[config.mk]
export PLATFORM = sky130hd
export DESIGN_NAME = opnd_resolver
export DESIGN_NICKNAME = d
export VERILOG_FILES = /design/src/rtl/opnd_pkg.sv /design/src/rtl/opnd_classify.sv /design/src/rtl/opnd_fetch.sv /design/src/rtl/opnd_wb.sv /design/src/rtl/opnd_resolver.sv
export SDC_FILE = /design/constraint.sdc
export NUM_CORES = 1
export LEC_CHECK = 0
export ABC_AREA = 1
export ABC_CLOCK_PERIOD_IN_PS = 4700
export BUFFER_PORTS_ARGS = -buffer_cell sky130_fd_sc_hd__buf_2
export CORE_UTILIZATION = 53
export CTS_CLUSTER_DIAMETER = 60
export DETAILED_ROUTE_END_ITERATION = 12
export PLACE_DENSITY_LB_ADDON = 0.15
export SLEW_MARGIN = 25
export SYNTH_ARGS = -nofsm -noshare
export SYNTH_HDL_FRONTEND = slang
export SYNTH_SLANG_ARGS = --single-unit
[constraint.sdc]
create_clock -name clk -period 4.7 [get_ports clk]
set_input_delay 0.47 -clock clk [delete_from_list [all_inputs] [get_ports clk]]
set_output_delay 0.47 -clock clk [all_outputs]
set_load 0.05 [all_outputs]
[src/rtl/opnd_pkg.sv]
// Shared types for the operand resolver.
// Assumes: one class per addressing-mode family; the state order has no meaning.
package opnd_pkg;

    typedef enum logic [3:0] {
        CL_REG, CL_IND, CL_IDX, CL_STACK, CL_PEEK, CL_PICK,
        CL_SP, CL_PC, CL_EX, CL_NIND, CL_NLIT, CL_LIT
    } opnd_class_e;

    typedef enum logic [1:0] {
        ST_IDLE, ST_NWORD, ST_READ, ST_HOLD
    } opnd_state_e;

endpackage

[src/rtl/opnd_classify.sv]
// Maps a mode code onto its addressing class and flags modes that need the
// word following the instruction.
// Assumes: the upper half of the code space is inline constants, and the
// three lowest groups of 2^RSEL_W codes are register-based.
module opnd_classify
    import opnd_pkg::*;
#(
    parameter int MODE_W = 6,
    parameter int RSEL_W = 3
) (
    input  logic [MODE_W-1:0] mode,
    output opnd_class_e       cls,
    output logic              needs_word
);
    localparam int LIT_FIRST = 1 << (MODE_W - 1);
    localparam int GRP_W     = MODE_W - RSEL_W;

    logic [GRP_W-1:0]  grp;
    logic [RSEL_W-1:0] sub;

    assign grp = mode[MODE_W-1:RSEL_W];
    assign sub = mode[RSEL_W-1:0];

    // Class selection: constants first, then register groups, then specials.
    always_comb begin
        if (int'(mode) >= LIT_FIRST) begin
            cls = CL_LIT;
        end else begin
            case (int'(grp))
                0:       cls = CL_REG;
                1:       cls = CL_IND;
                2:       cls = CL_IDX;
                default: begin
                    case (int'(sub))
                        0:       cls = CL_STACK;
                        1:       cls = CL_PEEK;
                        2:       cls = CL_PICK;
                        3:       cls = CL_SP;
                        4:       cls = CL_PC;
                        5:       cls = CL_EX;
                        6:       cls = CL_NIND;
                        default: cls = CL_NLIT;
                    endcase
                end
            endcase
        end
    end

    // Modes that take an extra fetch of the word at PC+1.
    assign needs_word = cls inside {CL_IDX, CL_PICK, CL_NIND, CL_NLIT};

endmodule

[src/rtl/opnd_fetch.sv]
// Read path: forms the effective address and selects the operand value.
// Assumes: mem_rdata answers the address produced here in the same cycle;
// nword already holds mem[PC+1] for modes that need it.
module opnd_fetch
    import opnd_pkg::*;
#(
    parameter int DW     = 16,
    parameter int MODE_W = 6
) (
    input  opnd_class_e       cls,
    input  logic              is_dst,
    input  logic [MODE_W-1:0] mode,
    input  logic [DW-1:0]     rf_val,
    input  logic [DW-1:0]     sp,
    input  logic [DW-1:0]     pc,
    input  logic [DW-1:0]     ex,
    input  logic [DW-1:0]     nword,
    input  logic [DW-1:0]     mem_rdata,
    output logic [DW-1:0]     addr,
    output logic [DW-1:0]     value
);
    typedef logic [DW-1:0] word_t;
    localparam word_t LIT_BIAS = word_t'((1 << (MODE_W - 1)) + 1);
    localparam word_t ONE      = word_t'(1);

    // Effective address for memory-based classes (wraps at 2^DW).
    always_comb begin
        case (cls)
            CL_IND:   addr = rf_val;
            CL_IDX:   addr = rf_val + nword;
            CL_STACK: addr = is_dst ? sp - ONE : sp;
            CL_PEEK:  addr = sp;
            CL_PICK:  addr = sp + nword;
            CL_NIND:  addr = nword;
            default:  addr = '0;
        endcase
    end

    // Operand value selection.
    always_comb begin
        case (cls)
            CL_REG:  value = rf_val;
            CL_SP:   value = sp;
            CL_PC:   value = pc;
            CL_EX:   value = ex;
            CL_NLIT: value = nword;
            CL_LIT:  value = word_t'(mode) - LIT_BIAS;
            default: value = mem_rdata;
        endcase
    end

endmodule

[src/rtl/opnd_wb.sv]
// Write router: turns one write strobe into the enable for the operand's
// target and flags writes to modes that hold no storage.
// Assumes: ptr holds the address latched at read time; for a destination
// push that address is SP-1.
module opnd_wb
    import opnd_pkg::*;
#(
    parameter int DW = 16
) (
    input  logic          fire,
    input  opnd_class_e   cls,
    input  logic          is_dst,
    input  logic [DW-1:0] wdata,
    input  logic [DW-1:0] ptr,
    output logic          rf_we,
    output logic          mem_we,
    output logic          sp_we,
    output logic [DW-1:0] sp_wdata,
    output logic          pc_we,
    output logic [DW-1:0] pc_wdata,
    output logic          ex_we,
    output logic          ignored
);
    typedef logic [DW-1:0] word_t;
    localparam word_t ONE = word_t'(1);

    // Target decode for the write strobe.
    always_comb begin
        rf_we    = 1'b0;
        mem_we   = 1'b0;
        sp_we    = 1'b0;
        sp_wdata = wdata;
        pc_we    = 1'b0;
        pc_wdata = wdata - ONE;
        ex_we    = 1'b0;
        ignored  = 1'b0;
        if (fire) begin
            case (cls)
                CL_REG: rf_we = 1'b1;
                CL_IND, CL_IDX, CL_PEEK, CL_PICK, CL_NIND: mem_we = 1'b1;
                CL_STACK: begin
                    if (is_dst) begin
                        mem_we   = 1'b1;
                        sp_we    = 1'b1;
                        sp_wdata = ptr;
                    end else begin
                        ignored = 1'b1;
                    end
                end
                CL_SP:   sp_we = 1'b1;
                CL_PC:   pc_we = 1'b1;
                CL_EX:   ex_we = 1'b1;
                default: ignored = 1'b1;
            endcase
        end
    end

endmodule

[src/rtl/opnd_resolver.sv]
// Operand resolver top: sequences the optional next-word fetch, the operand
// read and a single writeback for one addressing-mode code.
// Assumes: SP, PC and the registers change only through this block's
// enables while an operand is in flight; wr_req comes only with op_valid.
module opnd_resolver
    import opnd_pkg::*;
#(
    parameter int DW     = 16,
    parameter int MODE_W = 6,
    parameter int RSEL_W = 3
) (
    input  logic              clk,
    input  logic              rst_n,
    input  logic              op_start,
    input  logic [MODE_W-1:0] op_mode,
    input  logic              op_is_dst,
    input  logic              op_skip,
    input  logic              wr_req,
    input  logic [DW-1:0]     wr_data,
    output logic              op_valid,
    output logic [DW-1:0]     op_value,
    output logic              op_next_word,
    output logic              wr_ignored,
    output logic [RSEL_W-1:0] rf_rsel,
    input  logic [DW-1:0]     rf_rdata,
    output logic              rf_we,
    output logic [RSEL_W-1:0] rf_wsel,
    output logic [DW-1:0]     rf_wdata,
    input  logic [DW-1:0]     sp_in,
    output logic              sp_we,
    output logic [DW-1:0]     sp_wdata,
    input  logic [DW-1:0]     pc_in,
    output logic              pc_we,
    output logic [DW-1:0]     pc_wdata,
    input  logic [DW-1:0]     ex_in,
    output logic              ex_we,
    output logic [DW-1:0]     ex_wdata,
    output logic [DW-1:0]     mem_addr,
    input  logic [DW-1:0]     mem_rdata,
    output logic              mem_we,
    output logic [DW-1:0]     mem_wdata
);
    typedef logic [DW-1:0] word_t;
    localparam word_t ONE = word_t'(1);

    opnd_state_e       state_q;
    logic [MODE_W-1:0] mode_q;
    logic              dst_q, skip_q;
    word_t             nword_q, value_q, ptr_q;

    opnd_class_e cls_in, cls_q;
    logic        word_in, word_q;
    word_t       rd_addr, rd_value;
    logic        wr_fire, wb_sp_we, wb_pc_we;
    word_t       wb_sp_wdata, wb_pc_wdata;
    logic        pop_now, skip_adv;

    opnd_classify #(.MODE_W(MODE_W), .RSEL_W(RSEL_W)) u_cls_in (
        .mode(op_mode), .cls(cls_in), .needs_word(word_in));

    opnd_classify #(.MODE_W(MODE_W), .RSEL_W(RSEL_W)) u_cls_q (
        .mode(mode_q), .cls(cls_q), .needs_word(word_q));

    opnd_fetch #(.DW(DW), .MODE_W(MODE_W)) u_fetch (
        .cls(cls_q), .is_dst(dst_q), .mode(mode_q), .rf_val(rf_rdata),
        .sp(sp_in), .pc(pc_in), .ex(ex_in), .nword(nword_q),
        .mem_rdata(mem_rdata), .addr(rd_addr), .value(rd_value));

    opnd_wb #(.DW(DW)) u_wb (
        .fire(wr_fire), .cls(cls_q), .is_dst(dst_q), .wdata(wr_data),
        .ptr(ptr_q), .rf_we(rf_we), .mem_we(mem_we), .sp_we(wb_sp_we),
        .sp_wdata(wb_sp_wdata), .pc_we(wb_pc_we), .pc_wdata(wb_pc_wdata),
        .ex_we(ex_we), .ignored(wr_ignored));

    // Sequencer: idle/hold -> (next-word fetch) -> read -> hold.
    always_ff @(posedge clk) begin
        if (!rst_n) begin
            state_q <= ST_IDLE;
            mode_q  <= '0;
            dst_q   <= 1'b0;
            skip_q  <= 1'b0;
            nword_q <= '0;
            value_q <= '0;
            ptr_q   <= '0;
        end else begin
            case (state_q)
                ST_NWORD: begin
                    nword_q <= mem_rdata;
                    state_q <= ST_READ;
                end
                ST_READ: begin
                    value_q <= skip_q ? '0 : rd_value;
                    ptr_q   <= rd_addr;
                    state_q <= ST_HOLD;
                end
                default: begin
                    if (op_start) begin
                        mode_q  <= op_mode;
                        dst_q   <= op_is_dst;
                        skip_q  <= op_skip;
                        state_q <= (word_in && !op_skip) ? ST_NWORD : ST_READ;
                    end else if (state_q == ST_HOLD && wr_req) begin
                        state_q <= ST_IDLE;
                    end
                end
            endcase
        end
    end

    // Write strobe is live only while holding an unskipped operand.
    assign wr_fire  = (state_q == ST_HOLD) && wr_req && !skip_q;
    assign pop_now  = (state_q == ST_READ) && (cls_q == CL_STACK) && !dst_q && !skip_q;
    assign skip_adv = (state_q == ST_READ) && skip_q && word_q;

    // PC and SP load sources: next-word advance, pop, or writeback.
    always_comb begin
        pc_we    = wb_pc_we;
        pc_wdata = wb_pc_wdata;
        if (state_q == ST_NWORD || skip_adv) begin
            pc_we    = 1'b1;
            pc_wdata = pc_in + ONE;
        end
        sp_we    = wb_sp_we;
        sp_wdata = wb_sp_wdata;
        if (pop_now) begin
            sp_we    = 1'b1;
            sp_wdata = sp_in + ONE;
        end
    end

    // Shared memory address: fetch word, read operand, then write target.
    always_comb begin
        case (state_q)
            ST_NWORD: mem_addr = pc_in + ONE;
            ST_READ:  mem_addr = rd_addr;
            default:  mem_addr = ptr_q;
        endcase
    end

    assign rf_rsel      = mode_q[RSEL_W-1:0];
    assign rf_wsel      = mode_q[RSEL_W-1:0];
    assign rf_wdata     = wr_data;
    assign ex_wdata     = wr_data;
    assign mem_wdata    = wr_data;
    assign op_valid     = (state_q == ST_HOLD);
    assign op_value     = value_q;
    assign op_next_word = (state_q != ST_IDLE) && word_q;

    assert_reset_quiet_R1: assert property (@(posedge clk)
        !rst_n |=> !op_valid && !op_next_word)
        else $error("outputs active after reset");

    assert_nword_then_read_R4: assert property (@(posedge clk) disable iff (!rst_n)
        state_q == ST_NWORD |=> state_q == ST_READ && $past(pc_we))
        else $error("next-word fetch did not advance PC");

    assert_pop_moves_sp_R5: assert property (@(posedge clk) disable iff (!rst_n)
        (state_q == ST_READ && cls_q == CL_STACK && !dst_q && !skip_q) |-> sp_we)
        else $error("source stack read did not pop");

    assert_mem_write_phase_R3: assert property (@(posedge clk) disable iff (!rst_n)
        mem_we |-> op_valid && wr_req)
        else $error("memory write outside write phase");

    assert_skip_no_write_R10: assert property (@(posedge clk) disable iff (!rst_n)
        (op_valid && skip_q) |-> !(rf_we || mem_we || sp_we || ex_we || wr_ignored))
        else $error("skipped operand touched state");

    assert_ignored_quiet_R11: assert property (@(posedge clk) disable iff (!rst_n)
        wr_ignored |-> !(rf_we || mem_we || sp_we || pc_we || ex_we))
        else $error("ignored write raised an enable");

endmodule

Word level (Yosys, flattened, before mapping)
Index checks and enable logic that the tools add are counted.

Add/sub/neg operators: 7. Magnitude comparators: 2. Equality and inequality tests: 34. Multiplexer cells: 36. Bitwise gates (word level): 1. Reductions and logical operators: 26.

Operators by type and width (number): one-hot mux 16 bit (6 select lines) (2); 2-to-1 mux 16 bit (7); one-hot mux 4 bit (7 select lines) (2); adder 16 x 1 -> 16 bit, second input constant (2); adder 16 bit (2); one-hot mux 16 bit (2 select lines) (1); subtractor 16 x 1 -> 16 bit, second input constant (2); equality test 4 bit, second input constant (6); one-hot mux 4 bit (3 select lines) (2); equality test 4 x 3 -> 1 bit, second input constant (5); equality test 3 x 2 -> 1 bit, second input constant (6); equality test 3 bit, second input constant (6); 2-to-1 mux 1 bit (13); equality test 3 x 1 -> 1 bit, second input constant (4); equality test 4 x 2 -> 1 bit, second input constant (3); greater-or-equal comparator 6 bit, second input constant (2); logical NOT 3 bit (4); nonzero test 4 bit (3); logical AND 1 bit (9); OR reduction 9 bit (1); 2-to-1 mux 4 bit (2); subtractor 6 x 6 -> 7 bit, second input constant (1); 2-to-1 mux 2 bit (3); one-hot mux 1 bit (2 select lines) (3); other kinds (12) (15).

Register bits after elaboration: 58. Input port bits: 108. Word-level logic and storage cells: 113.

Longest topological paths before layout
Word-level depth: 10. Depth in mapped cells: 24. Depth with buffers taken out: 23.

Hierarchy
A second synthesis with hierarchy kept.

Cells, all modules: 1474. Area total of the unflattened synthesis: 8121.5 µm².

Modules (own cells, without submodules): opnd_resolver (instances 1, cells each 627, area an instance 3986.3 µm², sequential area each 1161.1 µm²); opnd_fetch (instances 1, cells each 613, area an instance 3000.4 µm², sequential area each 0.0 µm²); opnd_wb (instances 1, cells each 156, area an instance 744.5 µm², sequential area each 0.0 µm²); opnd_classify (instances 2, cells each 39, area an instance 195.2 µm², sequential area each 0.0 µm²).

Least setup slack after synthesis
Ideal clock, no wire load.

Kind: register to output. From: reg mode_q[0]. To: out mem_addr[8]. Arrival: 3.801 ns. Path slack: 0.429 ns. Cell stages (with the launch flop): 24. Path buffers: 1. Path through: dfxtp_1 > inv_1 > ha_1 > nand2_1 > nand2_1 > nand2_1 > nor2_4 > nand3_4 > clkbuf_1 > nand2_1 > o21ai_0 > ha_1 > fa_1 > nand2_1 > o21ai_0 > nand3_1 > nand2_1 > nand3_1 > nand2_1 > nand2_1 > nand3_1 > nand3b_1 > nand2_1 > a21oi_1.

Longest elaborated chain between the ends: 7. Elaborated cells between the ends (all ways): 19. Those cells by class: order compare: 1; eq/ne: 12; mux: 5; reduce/logical: 1.

RTL lines: from (decl) (RTL line opnd_resolver.sv:47) `logic [MODE_W-1:0] mode_q;`; from (signal assigned) (RTL line opnd_resolver.sv:98) `mode_q <= op_mode;`; equality test 3 bit (tied with other cells) (RTL line opnd_classify.sv:34) `case (int'(sub))`; one-hot mux 4 bit (7 select lines) (RTL line opnd_classify.sv:34); one-hot mux 4 bit (3 select lines) (RTL line opnd_classify.sv:29) `case (int'(grp))`; 2-to-1 mux 4 bit * (RTL line opnd_classify.sv:26) `if (int'(mode) >= LIT_FIRST) begin`; equality test 4 bit (tied with other cells) (RTL line opnd_fetch.sv:28) `case (cls)`; one-hot mux 16 bit (6 select lines) * (RTL line opnd_fetch.sv:28); one-hot mux 16 bit (2 select lines) * (RTL line opnd_resolver.sv:133) `case (state_q)`; to (decl) (RTL line opnd_resolver.sv:38) `output logic [DW-1:0] mem_addr,`.

Mark *: on every way between the ends. The rest lies on a longest branch, timed or not.

Final worst setup path
From: reg mode_q[1]. To: out mem_addr[11].

Same word-level chain as after synthesis.

==> results_dict.tcl <==
set metrics [dict create \
    whs_ps 382 \
    fillers 1388 \
    min_period_over_period_pct 95.1 \
    critPathMaxFanout 15 \
    crit_top_cell "nand2_1" \
    ys_warn_count 0 \
    grt_usage_pct 39.8 \
    power_mw 2.65 \
    grt_pass1_vias 7893 \
    synthTopCellsByArea "nand2_1 (16%), dfxtp_1 (16%), o21ai_0 (8.7%)" \
    start_util_pct 54.3 \
    via_per_inst 5.76 \
    port_buffers 233 \
    cts_sinks 58 \
    final_nets 1547 \
    p_comb_share_pct 51.5 \
    p_per_area_nw_per_um2 314 \
    critical_path_arrival_ps 4000 \
    pin_count 234 \
    clockBufferDepth 2 \
    outcome "finished, final reports clean" \
    yosysTopAreaCell "nand2_1" \
    ctsHtreeMaxLevel 3 \
    final_util_pct 63.8 \
    slew_headroom_pct 30.9 \
    synth_nets 1383 \
    p_seq_share_pct 22.3 \
    clock_latency_ps 340 \
    hold_path_class "in2reg" \
    syn-cell-area_um2 7180 \
    ir_drop_mv 0.251 \
    grt_max_degree 35 \
    ys.flop_type "dfxtp_1" \
    vias 9128 \
    die_area_um2 14000 \
    rsz0062_at_grt "yes" \
    maxCapViolations 0 \
    synth_cell_types 42 \
    async_flop_share_pct 0 \
    crit_path_max_incr_delay_ps 370 \
    fin_skew_ps 7.68 \
    die_y_um 118 \
    critPathCaptureType "output pin" \
    syn_area_per_cell_um2 5.79 \
    wire_per_inst_um 18.2 \
    syn_to_final_growth_pct 17.6 \
    cts_hold_buf 0 \
    diodes 0 \
    worstSetupPathType "reg2out" \
    drt_iter0_drc 1148 \
    chipWidth_um 118 \
    dp_hpwl_mm 22.3 \
    place_area_um2 7990 \
    grt-ovfl-total 0 \
    p_clk_share_pct 26.2 \
    drive_above_1_share_pct 22.3 \
    cts_root_buf "clkbuf_16" \
    hold_violations 0 \
    yosysTopAreaCellShare_pct 16.3 \
    grt_pass1_wl_mm 43.1 \
    synth_edf_count 0 \
    cts_tree "yes" \
    period_minus_slack_ps 4470 \
    startpoint_type "register" \
    p_leak_nw 4.29 \
    num_rows 42 \
    remaining_drc_errors 0 \
    cts_buffers 9 \
    max_freq_mhz 224 \
    swShare_pct 49.7 \
    core_area_um2 13200 \
    reg2reg_slack_ps 1100 \
    worst_pin_slew_ps 1030 \
    p_sw_mw 1.32 \
    stdcell_area_um2 8450 \
    place_congestion 1.01 \
    drt.antenna.violating_nets 0 \
    setup_viol 0 \
    worstPathCellList "inv_1, ha_1, nand2_1, nand2_1, nand2_1, nor2_4, buf_12, nand3_4, nand2_1, o21ai_0, ha_1, a21oi_1, o21ai_0, a21oi_1, nand2_1, or2_2, nand3_1, nand3_1, nand2_1, a21oi_1, buf_2" \
    cpMaxStageDelayCell "dfxtp_2" \
    ys_seq_area_share_pct 16.2 \
    antenna_found_initial 0 \
    crit_required_ps 4230 \
    synth_seq_cells 58 \
    setup_tns_ps 0 \
    wl_mm 28.8 \
    p_int_mw 1.33 \
    drtPass1Iterations 6 \
    clkTransAtPathRegs_ps 50 \
    drv_slew 0 \
    synth_cells 1240 \
]
stage by stage:
| stage | cells | setup slack, ps |
|---|---|---|
| detailed placement | 1558 | 320 |
| global route | 1584 | -49.1 |
| CTS | 1574 | 22.5 |
| finish | 1584 | 229 |
| global placement | 1558 | 422 |
| floorplan | 1240 | 429 |
registers in the layout, summed over array words and instances, names as in the netlist:
name	count
ptr_q	16
dst_q	1
nword_q	16
state_q	2
skip_q	1
op_value	16
mode_q	6
routing by layer:
metal  share of wire (%)  GRT usage [%]  wire length (µm)
met5                   0              0                 0
met4                 5.3           21.0              1510
met3                  11           8.40              3250
met2                  42           60.1             12200
met1                  41           53.0             11800
path summary, 6_finish.rpt:
| check | to | start | cells past startpoint |
|---|---|---|---|
| max | mem_addr[11] | mode_q[1] | 21 |
| min | nword_q[8] | mem_rdata[8] | 3 |
| max reg2reg | ptr_q[11] | mode_q[1] | 20 |
| min reg2reg | op_value[15] | op_value[15] | 2 |
cell type report:
cell class              count  area [µm²]  area share [%]
inverters                 118         443            5.24
multi-input cells         969        5000            59.2
clock inverters             4        51.3           0.607
well taps                 176         220            2.61
clock buffers              11         253            2.99
flip-flops and latches     58        1160            13.8
repair buffers            248        1320            15.6
placed cells by master (no fill, tap or decap), types with 14 or more instances in the layout:
cell type	Yosys	routed
buf_4	60	14
nand4_1	15	15
ha_1	34	34
inv_1	102	102
o21ai_1	29	31
a21oi_1	109	106
buf_2	6	229
nand3_1	72	72
nor3_1	14	14
dfxtp_1	58	57
nor2_1	138	136
nand2_1	312	312
xor2_1	36	36
o21ai_0	125	123
worst max-delay path: cells and delay by family, from the launching register on:
| kind | cells | cell delay (ps) |
|---|---|---|
| simple gates | 11 | 1510 |
| compound gates | 5 | 660 |
| buf+inv | 3 | 450 |
| fa+ha+maj | 2 | 660 |
| flops | 1 | 370 |
cell families after synthesis:
family          count (synthesis)  synth area share [%]
simple gates                  599                  36.4
compound gates                291                  21.2
xor+xnor                       42                  5.12
buf+inv                       215                  14.9
fa+ha+maj                      35                  6.20
flops                          58                  16.2
cells in the mapped netlist, types with 5 or more instances:
cell type,count
o21ai_1,29
inv_1,102
a21oi_1,109
clkinv_1,5
nor4_1,5
nand2_1,312
o22ai_1,10
nand4_1,15
clkbuf_1,25
ha_1,34
nor3_1,14
nor2_4,7
nand3b_1,7
nand2_2,6
o21ai_0,125
a22oi_1,6
inv_2,11
o211ai_1,6
nor2_2,5
xor2_1,36
xnor2_1,6
dfxtp_1,58
nand3_1,72
nor2_1,138
buf_2,6
buf_4,60
power groups by stage:
stage / registers [mW] / logic (mW) / clock network [mW]
after floorplan: 0.639 / 0.942 / 0
after global placement: 0.597 / 1.30 / 0
after detailed placement: 0.597 / 1.31 / 0
after CTS: 0.587 / 1.32 / 0.687
after global routing: 0.595 / 1.45 / 0.705
final: 0.591 / 1.37 / 0.694
timing repair:
action                     4_1_cts  5_1_grt
hold endpoints to repair         0        0
cloned                           1        1
setup buffers                    0        8
pin swaps                        1        3
setup endpoints to repair        3       12
gates resized for setup          1       14
Note: power is estimated with default switching activity, not from simulation.
